**src/rtl/ctrl_dec_pkg.sv**
```systemverilog
package ctrl_dec_pkg;

  localparam int INSTR_W  = 32;
  localparam int OP_W     = 6;
  localparam int FN_W     = 6;
  localparam int ALU_OP_W = 4;

  localparam logic [OP_W-1:0] OP_REG   = 6'd0;
  localparam logic [OP_W-1:0] OP_JMP   = 6'd2;
  localparam logic [OP_W-1:0] OP_JLINK = 6'd3;
  localparam logic [OP_W-1:0] OP_BEQ   = 6'd4;
  localparam logic [OP_W-1:0] OP_BNE   = 6'd5;
  localparam logic [OP_W-1:0] OP_BLEZ  = 6'd6;
  localparam logic [OP_W-1:0] OP_BGTZ  = 6'd7;
  localparam logic [OP_W-1:0] OP_ADDI  = 6'd8;
  localparam logic [OP_W-1:0] OP_SLTI  = 6'd10;
  localparam logic [OP_W-1:0] OP_ANDI  = 6'd12;
  localparam logic [OP_W-1:0] OP_ORI   = 6'd13;
  localparam logic [OP_W-1:0] OP_XORI  = 6'd14;
  localparam logic [OP_W-1:0] OP_LOAD  = 6'd35;
  localparam logic [OP_W-1:0] OP_STORE = 6'd43;

  localparam logic [FN_W-1:0] FN_SLL  = 6'd0;
  localparam logic [FN_W-1:0] FN_SRL  = 6'd2;
  localparam logic [FN_W-1:0] FN_JREG = 6'd8;
  localparam logic [FN_W-1:0] FN_JRLK = 6'd9;
  localparam logic [FN_W-1:0] FN_ADD  = 6'd32;
  localparam logic [FN_W-1:0] FN_SUB  = 6'd34;
  localparam logic [FN_W-1:0] FN_AND  = 6'd36;
  localparam logic [FN_W-1:0] FN_OR   = 6'd37;
  localparam logic [FN_W-1:0] FN_XOR  = 6'd38;
  localparam logic [FN_W-1:0] FN_NOR  = 6'd39;
  localparam logic [FN_W-1:0] FN_SLT  = 6'd42;

  typedef enum logic [ALU_OP_W-1:0] {
    ALU_ADD  = 4'd0,
    ALU_SUB  = 4'd1,
    ALU_AND  = 4'd2,
    ALU_OR   = 4'd3,
    ALU_XOR  = 4'd4,
    ALU_NOR  = 4'd5,
    ALU_SLL  = 4'd6,
    ALU_SRL  = 4'd7,
    ALU_SLT  = 4'd8,
    ALU_CEQ  = 4'd9,
    ALU_CNE  = 4'd10,
    ALU_CLEZ = 4'd11,
    ALU_CGTZ = 4'd12
  } alu_op_e;

  typedef struct packed {
    logic regDstRd;
    logic aluSrcImm;
    logic memToReg;
    logic regWrite;
    logic memRead;
    logic memWrite;
    logic pcSelJump;
    logic isBranch;
    logic regJump;
    logic illegal;
  } ctrl_strobes_t;

endpackage

```
**src/rtl/dec_main_ctrl.sv**
```systemverilog
module dec_main_ctrl
  import ctrl_dec_pkg::*;
(
  input  logic [OP_W-1:0] opcode,
  input  logic [FN_W-1:0] funct,
  output ctrl_strobes_t   strobes
);

  logic fnArith;

  always_comb begin
    case (funct)
      FN_SLL, FN_SRL, FN_ADD, FN_SUB, FN_AND,
      FN_OR, FN_XOR, FN_NOR, FN_SLT: fnArith = 1'b1;
      default:                       fnArith = 1'b0;
    endcase
  end

  always_comb begin
    strobes           = '0;
    strobes.regDstRd  = (opcode == OP_REG);
    strobes.aluSrcImm = (opcode != OP_REG) && (opcode != OP_BEQ) && (opcode != OP_BNE);
    case (opcode)
      OP_REG: begin
        if (fnArith) begin
          strobes.regWrite = 1'b1;
        end else if (funct == FN_JREG) begin
          strobes.regJump = 1'b1;
        end else if (funct == FN_JRLK) begin
          strobes.regJump  = 1'b1;
          strobes.regWrite = 1'b1;
        end else begin
          strobes.illegal = 1'b1;
        end
      end
      OP_JMP:   strobes.pcSelJump = 1'b1;
      OP_JLINK: begin
        strobes.pcSelJump = 1'b1;
        strobes.regWrite  = 1'b1;
      end
      OP_BEQ, OP_BNE, OP_BLEZ, OP_BGTZ: strobes.isBranch = 1'b1;
      OP_ADDI, OP_SLTI, OP_ANDI, OP_ORI, OP_XORI: strobes.regWrite = 1'b1;
      OP_LOAD: begin
        strobes.regWrite = 1'b1;
        strobes.memRead  = 1'b1;
        strobes.memToReg = 1'b1;
      end
      OP_STORE: strobes.memWrite = 1'b1;
      default:  strobes.illegal  = 1'b1;
    endcase
  end

endmodule

```
**src/rtl/dec_alu_ctrl.sv**
```systemverilog
module dec_alu_ctrl
  import ctrl_dec_pkg::*;
(
  input  logic [OP_W-1:0] opcode,
  input  logic [FN_W-1:0] funct,
  output alu_op_e         aluSel
);

  alu_op_e fnSel;

  always_comb begin
    case (funct)
      FN_ADD:  fnSel = ALU_ADD;
      FN_SUB:  fnSel = ALU_SUB;
      FN_AND:  fnSel = ALU_AND;
      FN_OR:   fnSel = ALU_OR;
      FN_XOR:  fnSel = ALU_XOR;
      FN_NOR:  fnSel = ALU_NOR;
      FN_SLL:  fnSel = ALU_SLL;
      FN_SRL:  fnSel = ALU_SRL;
      FN_SLT:  fnSel = ALU_SLT;
      default: fnSel = ALU_ADD;
    endcase
  end

  always_comb begin
    case (opcode)
      OP_REG:            aluSel = fnSel;
      OP_SLTI:           aluSel = ALU_SLT;
      OP_ANDI:           aluSel = ALU_AND;
      OP_ORI:            aluSel = ALU_OR;
      OP_XORI:           aluSel = ALU_XOR;
      OP_BEQ:            aluSel = ALU_CEQ;
      OP_BNE:            aluSel = ALU_CNE;
      OP_BLEZ:           aluSel = ALU_CLEZ;
      OP_BGTZ:           aluSel = ALU_CGTZ;
      default:           aluSel = ALU_ADD;
    endcase
  end

endmodule

```
**src/rtl/dec_imm_path.sv**
```systemverilog
module dec_imm_path #(
  parameter int XLEN    = 32,
  parameter int IMM_W   = 16,
  parameter int JIMM_W  = 26,
  parameter int ALIGN   = 2
) (
  input  logic [XLEN-1:0] instr,
  input  logic [XLEN-1:0] pcPlus4,
  output logic [XLEN-1:0] jumpTarget,
  output logic [XLEN-1:0] branchOffset
);

  localparam int PC_HI_W = XLEN - JIMM_W - ALIGN;
  localparam int EXT_W   = XLEN - IMM_W - ALIGN;

  logic [IMM_W-1:0]  imm16;
  logic [JIMM_W-1:0] imm26;

  assign imm16 = instr[IMM_W-1:0];
  assign imm26 = instr[JIMM_W-1:0];

  generate
    if (PC_HI_W > 0) begin : g_region
      assign jumpTarget = {pcPlus4[XLEN-1 -: PC_HI_W], imm26, {ALIGN{1'b0}}};
    end else begin : g_flat
      assign jumpTarget = {imm26, {ALIGN{1'b0}}};
    end
  endgenerate

  assign branchOffset = {{EXT_W{imm16[IMM_W-1]}}, imm16, {ALIGN{1'b0}}};

endmodule

```
**src/rtl/ctrl_decoder.sv**
```systemverilog
module ctrl_decoder
  import ctrl_dec_pkg::*;
(
  input  logic [31:0] instr,
  input  logic [31:0] pcPlus4,
  input  logic        brCond,
  output logic        regDstRd,
  output logic        aluSrcImm,
  output logic        memToReg,
  output logic        regWrite,
  output logic        memRead,
  output logic        memWrite,
  output logic        pcSelJump,
  output logic        pcSelBranch,
  output logic        regJump,
  output logic        illegalInstr,
  output logic [3:0]  aluOp,
  output logic [31:0] jumpTarget,
  output logic [31:0] branchOffset
);

  ctrl_strobes_t strobes;
  alu_op_e       aluSel;
  logic [OP_W-1:0] opcode;
  logic [FN_W-1:0] funct;

  assign opcode = instr[INSTR_W-1 -: OP_W];
  assign funct  = instr[FN_W-1:0];

  dec_main_ctrl i_main (
    .opcode  (opcode),
    .funct   (funct),
    .strobes (strobes)
  );

  dec_alu_ctrl i_alu (
    .opcode (opcode),
    .funct  (funct),
    .aluSel (aluSel)
  );

  dec_imm_path #(
    .XLEN   (INSTR_W),
    .IMM_W  (16),
    .JIMM_W (26),
    .ALIGN  (2)
  ) i_imm (
    .instr        (instr),
    .pcPlus4      (pcPlus4),
    .jumpTarget   (jumpTarget),
    .branchOffset (branchOffset)
  );

  assign regDstRd     = strobes.regDstRd;
  assign aluSrcImm    = strobes.aluSrcImm;
  assign memToReg     = strobes.memToReg;
  assign regWrite     = strobes.regWrite;
  assign memRead      = strobes.memRead;
  assign memWrite     = strobes.memWrite;
  assign pcSelJump    = strobes.pcSelJump;
  assign pcSelBranch  = strobes.isBranch & brCond;
  assign regJump      = strobes.regJump;
  assign illegalInstr = strobes.illegal;
  assign aluOp        = aluSel;

endmodule

```
**config.mk**
```make
export PLATFORM = sky130hd
export DESIGN_NAME = ctrl_decoder
export DESIGN_NICKNAME = d
export VERILOG_FILES = /design/src/rtl/ctrl_dec_pkg.sv /design/src/rtl/dec_main_ctrl.sv /design/src/rtl/dec_alu_ctrl.sv /design/src/rtl/dec_imm_path.sv /design/src/rtl/ctrl_decoder.sv
export SDC_FILE = /design/constraint.sdc
export NUM_CORES = 1
export LEC_CHECK = 0
export ABC_CLOCK_PERIOD_IN_PS = 3300
export BUFFER_PORTS_ARGS = -buffer_cell sky130_fd_sc_hd__buf_4
export CAP_MARGIN = 5
export CORE_ASPECT_RATIO = 2
export CORE_MARGIN = 5
export CORE_UTILIZATION = 31
export DETAILED_ROUTE_END_ITERATION = 12
export PLACE_DENSITY = 0.94
export SLEW_MARGIN = 0
export SYNTH_ARGS = -nofsm -noshare
export SYNTH_HDL_FRONTEND = slang
export SYNTH_SLANG_ARGS = --single-unit
```
**constraint.sdc**
```tcl
create_clock -name vclk -period 3.3
set_input_delay 0.66 -clock vclk [all_inputs]
set_output_delay 0.66 -clock vclk [all_outputs]
set_load 0.02 [all_outputs]
```
Word level (Yosys, flattened, before mapping) --
Cells that the tools add are included.
Storage, ports and cells: input port bits 65, bits in registers 0, word-level logic and storage cells 53
Cells by class: reductions and logical operators 10, multiplexer cells 17, equality and inequality tests 25, bitwise logic cells 1
Operators by type and width (count):
- 6-bit equality test (second input constant) | 9
- 6-bit by 4-bit equality test with 1-bit output (second input constant) | 7
- 4-bit one-hot mux with 9 select lines | 1
- 4-bit one-hot mux with 8 select lines | 1
- 6-bit by 3-bit equality test with 1-bit output (second input constant) | 4
- 6-bit by 2-bit equality test with 1-bit output (second input constant) | 3
- 13-bit OR reduction | 1
- 6-bit zero test | 2
- 1-bit 2-to-1 mux | 12
- 6-bit by 3-bit != test with 1-bit output (second input constant) | 2
- 9-bit OR reduction | 1
- 7-bit OR reduction | 1
- 6-bit nonzero test | 1
- 1-bit one-hot mux with 2 select lines | 2
- 4-bit OR reduction | 1
- 1-bit logical AND | 2
- 2-bit 2-to-1 mux | 1
- 2-bit OR reduction | 1
- 1-bit bitwise AND | 1

Longest topological paths before layout --
depth after elaboration 5, mapped depth 5, depth with buffers taken out 4

By module --
From an unflattened synthesis, not the netlist that was laid out.
Second synthesis, totals: cell total of the unflattened synthesis 126, area, all modules 904.6 um^2
By module, submodules not included:
- dec_imm_path | cells an instance 65, area each 484.2 um^2, times used 1, sequential area each 0.0 um^2
- dec_main_ctrl | cells an instance 29, area each 210.2 um^2, times used 1, sequential area each 0.0 um^2
- dec_alu_ctrl | cells an instance 31, area each 203.9 um^2, times used 1, sequential area each 0.0 um^2
- ctrl_decoder | cells an instance 1, area each 6.3 um^2, times used 1, sequential area each 0.0 um^2

Worst setup path after synthesis --
Ideal clock, no wire load.
path kind input to output, from input instr[30], to output aluOp[0], cell stages on the path 4, data required time 2.640 ns, setup slack 0.762 ns, data arrival time 1.878 ns, cell sequence or4_4 nor4_4 nand2b_1 o22ai_1
Between the ends: cells in the longest elaborated chain, start to end 2, elaborated cells on any way between the ends 10
Ends and longest elaborated chain:
- start, declared | RTL line ctrl_decoder.sv:4 | input logic [31:0] instr,
- 6-bit by 3-bit equality test with 1-bit output (tied with other cells) | RTL line dec_alu_ctrl.sv:27 | case (opcode)
- 4-bit one-hot mux with 9 select lines * | RTL line dec_alu_ctrl.sv:27
- end, declared | RTL line ctrl_decoder.sv:17 | output logic [3:0] aluOp,
Mark *: on every way between the ends. The rest lies on a longest branch, timed or not.

Final worst setup path --
Same ends and word-level chain as after synthesis.

==> reports/results.tsv <==
stage	metric	value	unit
die	rows	27	
cts	cts_resized	0	
detailed_routing	wl_per_cell	15.77	µm
placed_design	dpl-instance-area	690.7	µm²
power_and_ir_drop	p_int	0.03533	mW
synth	synth_cells	126	
power_and_ir_drop	p_switching	0.05108	mW
layout	nFlopsAndLatches	0	
die	die_h	84.25	µm
power_and_ir_drop	swShare	59.11	%
layout	clkbuf_count	0	
layout	n_antenna_cell	0	
detailed_routing	remaining_drc_errors	0	
power_and_ir_drop	leakage	0.3182	nW
timing	setup_violations	0	
setup_path	end_kind	primary output	
setup_path	crit_arrival	2.09	ns
die	initial_utilization	31.62	%
setup_path	critPathMostFrequentCell	buf_4	
setup_path	cpMaxStageDelayCell	or4_4	
cts	cts_setup_buffers	0	
power_and_ir_drop	p_per_area	125.1	nW/µm²
synth	syn_avg_cell_area	6.782	µm²
setup_path	slowest_delay	0.55	ns
setup_path	crit_start	instr[30]	
setup_path	crit_type	primary input to primary output	
layout	nFillCells	312	
detailed_routing	num_vias	665	
layout	nets	166	
layout	syn_to_final_growth	-19.18	%
synth	synth.area.top_cells	buf_4, a31oi_1, nor2_1	
layout	drive_gt1_share	43.43	%
detailed_routing	wl_met1	435	µm
timing	setup_tns	0	ns
cts	cts_hold_buffers	0	
layout	fin_area	690.7	µm²
layout	multi_input_area	354.1	µm²
grt	grt_pass1_wl	2780	µm
power_and_ir_drop	pwr-share-clk	0	%
run	maxCapViolCount	0	
timing	min_period	2.750	ns
hold_path	hold_path_depth	0	
power_and_ir_drop	seqPwrFrac	0	%
synth	netlist.area_leader.share	57.10	%
setup_path	path_buf_inv	2	
synth	synth.distinct_cells	30	
setup_path	cp_data_required_time	2.64	ns
grt	grt_use_total	8.810	%
detailed_routing	wl_met3	327	µm
die	die_area	3970	µm²
detailed_routing	viasPerCell	5.195	
layout	layout_common_cells	buf_4, nor2_1, nand2_1, a31oi_1	
detailed_routing	dr_wl_met2	1030	µm
detailed_routing	ant_nets	0	
placed_design	port_buffers	39	
synth	ys_warn_count	0	
setup_path	start_kind	primary input	
hold_path	min_from	instr[18]	
hold_path	hp-class	primary input to primary output	
grt	grt_max_degree	17	
timing	drv_slew	0	
detailed_routing	highest_layer	met4	
placed_design	hpwl	1695	µm
timing	rsz0062_at_grt	false	
synth	netlist_area	854.6	µm²
die	fp.dieW	47.13	µm
layout	final-seq-area	0	µm²
layout	layout_commonest_cell	buf_4	
timing	fmax	363.6	MHz
synth	synth_largest_area_cell	buf_4	
detailed_routing	dr.pass1.iters	4	
die	core_area	2703	µm²
timing	hold_viol_final	0	
setup_path	cp_max_fo	6	
power_and_ir_drop	irDropWorstVdd	0.02497	mV
setup_path	path_depth	6	
detailed_routing	routed_wl	2018	µm
grt	grt_antenna_before_repair	0	
grt	overflow	0	
setup_path	path_cells	buf_4, or4_4, nor4_4, nand2b_1, o22ai_1, buf_4	
timing	period_share	83.34	%
detailed_routing	drtIter0Drc	11	
timing	worst_hold_slack	1.320	ns
grt	grt_pass1_vias	584	
outcome	status	finished, final reports clean	
power_and_ir_drop	power_frac_comb	100.0	%
setup_path	cp_top_family	simple AND/OR/NAND/NOR gates	
synth	seq_area_frac_synth	0	%
die	pin_count	143	
placed_design	place.gp.congestion	0.7694	
final cells by class:
type | instances | share of cell area [%]
inverter | 2 | 1.087
tap | 29 | 5.254
multi-input combinational | 58 | 51.27
timing repair buffer | 39 | 42.39
cells by family after synthesis:
kind of cell	count (synthesis)	share of synthesized area [%]
buf+inv	71	59.88
simple gates	39	28.55
xor+xnor	2	2.050
other cells	1	0.4388
compound gates	13	9.076
cell usage after synthesis:
master,instances
a211o_1,1
a21oi_1,1
a31oi_1,5
and3_4,1
and4b_1,1
buf_2,1
buf_4,65
clkbuf_1,3
conb_1,1
inv_1,2
nand2_1,5
nand2b_1,1
nand3_1,2
nand3b_1,1
nand4_1,2
nand4b_1,1
nor2_1,8
nor2b_1,3
nor3_1,4
nor3b_1,2
nor4_1,2
nor4_4,1
nor4b_1,1
o21ai_0,3
o21ai_1,1
o22ai_1,2
or2b_2,1
or3_1,2
or4_4,1
xor2_1,2
power groups by stage:
stage	combinational, mW	clock, mW	sequential (mW)
global placement	0.0854	0	0
floorplan	0.144	0	0
detailed placement	0.0864	0	0
CTS	0.0866	0	0
finish	0.0864	0	0
global route	0.0932	0	0
metrics by stage:
| stage | utilization (%) | setup slack (ns) | std cells | total power [mW] |
|---|---|---|---|---|
| 6_report | 25.56 | 0.5498 | 128 | 0.08642 |
| 5_1_grt | 25.56 | 0.4547 | 128 | 0.09317 |
| 4_1_cts | 25.56 | 0.5314 | 128 | 0.08658 |
| 3_5_place_dp | 25.56 | 0.5387 | 128 | 0.08641 |
| 3_3_place_gp | 25.56 | 0.5563 | 128 | 0.08535 |
| 2_1_floorplan | - | 0.7615 | 129 | 0.1444 |
path summary, 6_finish.rpt:
| kind | end | slack, ns |
|---|---|---|
| worst max-delay path | aluOp[0] | 0.55 |
| worst min-delay path | jumpTarget[20] | 1.32 |
routing by layer:
layer	up-vias	global-route usage (%)
li1	301	-
met1	283	5.096
met2	44	16.73
met3	37	1.288
met4	0	10.33
met5	-	0
(Power assumes the default switching activity.)
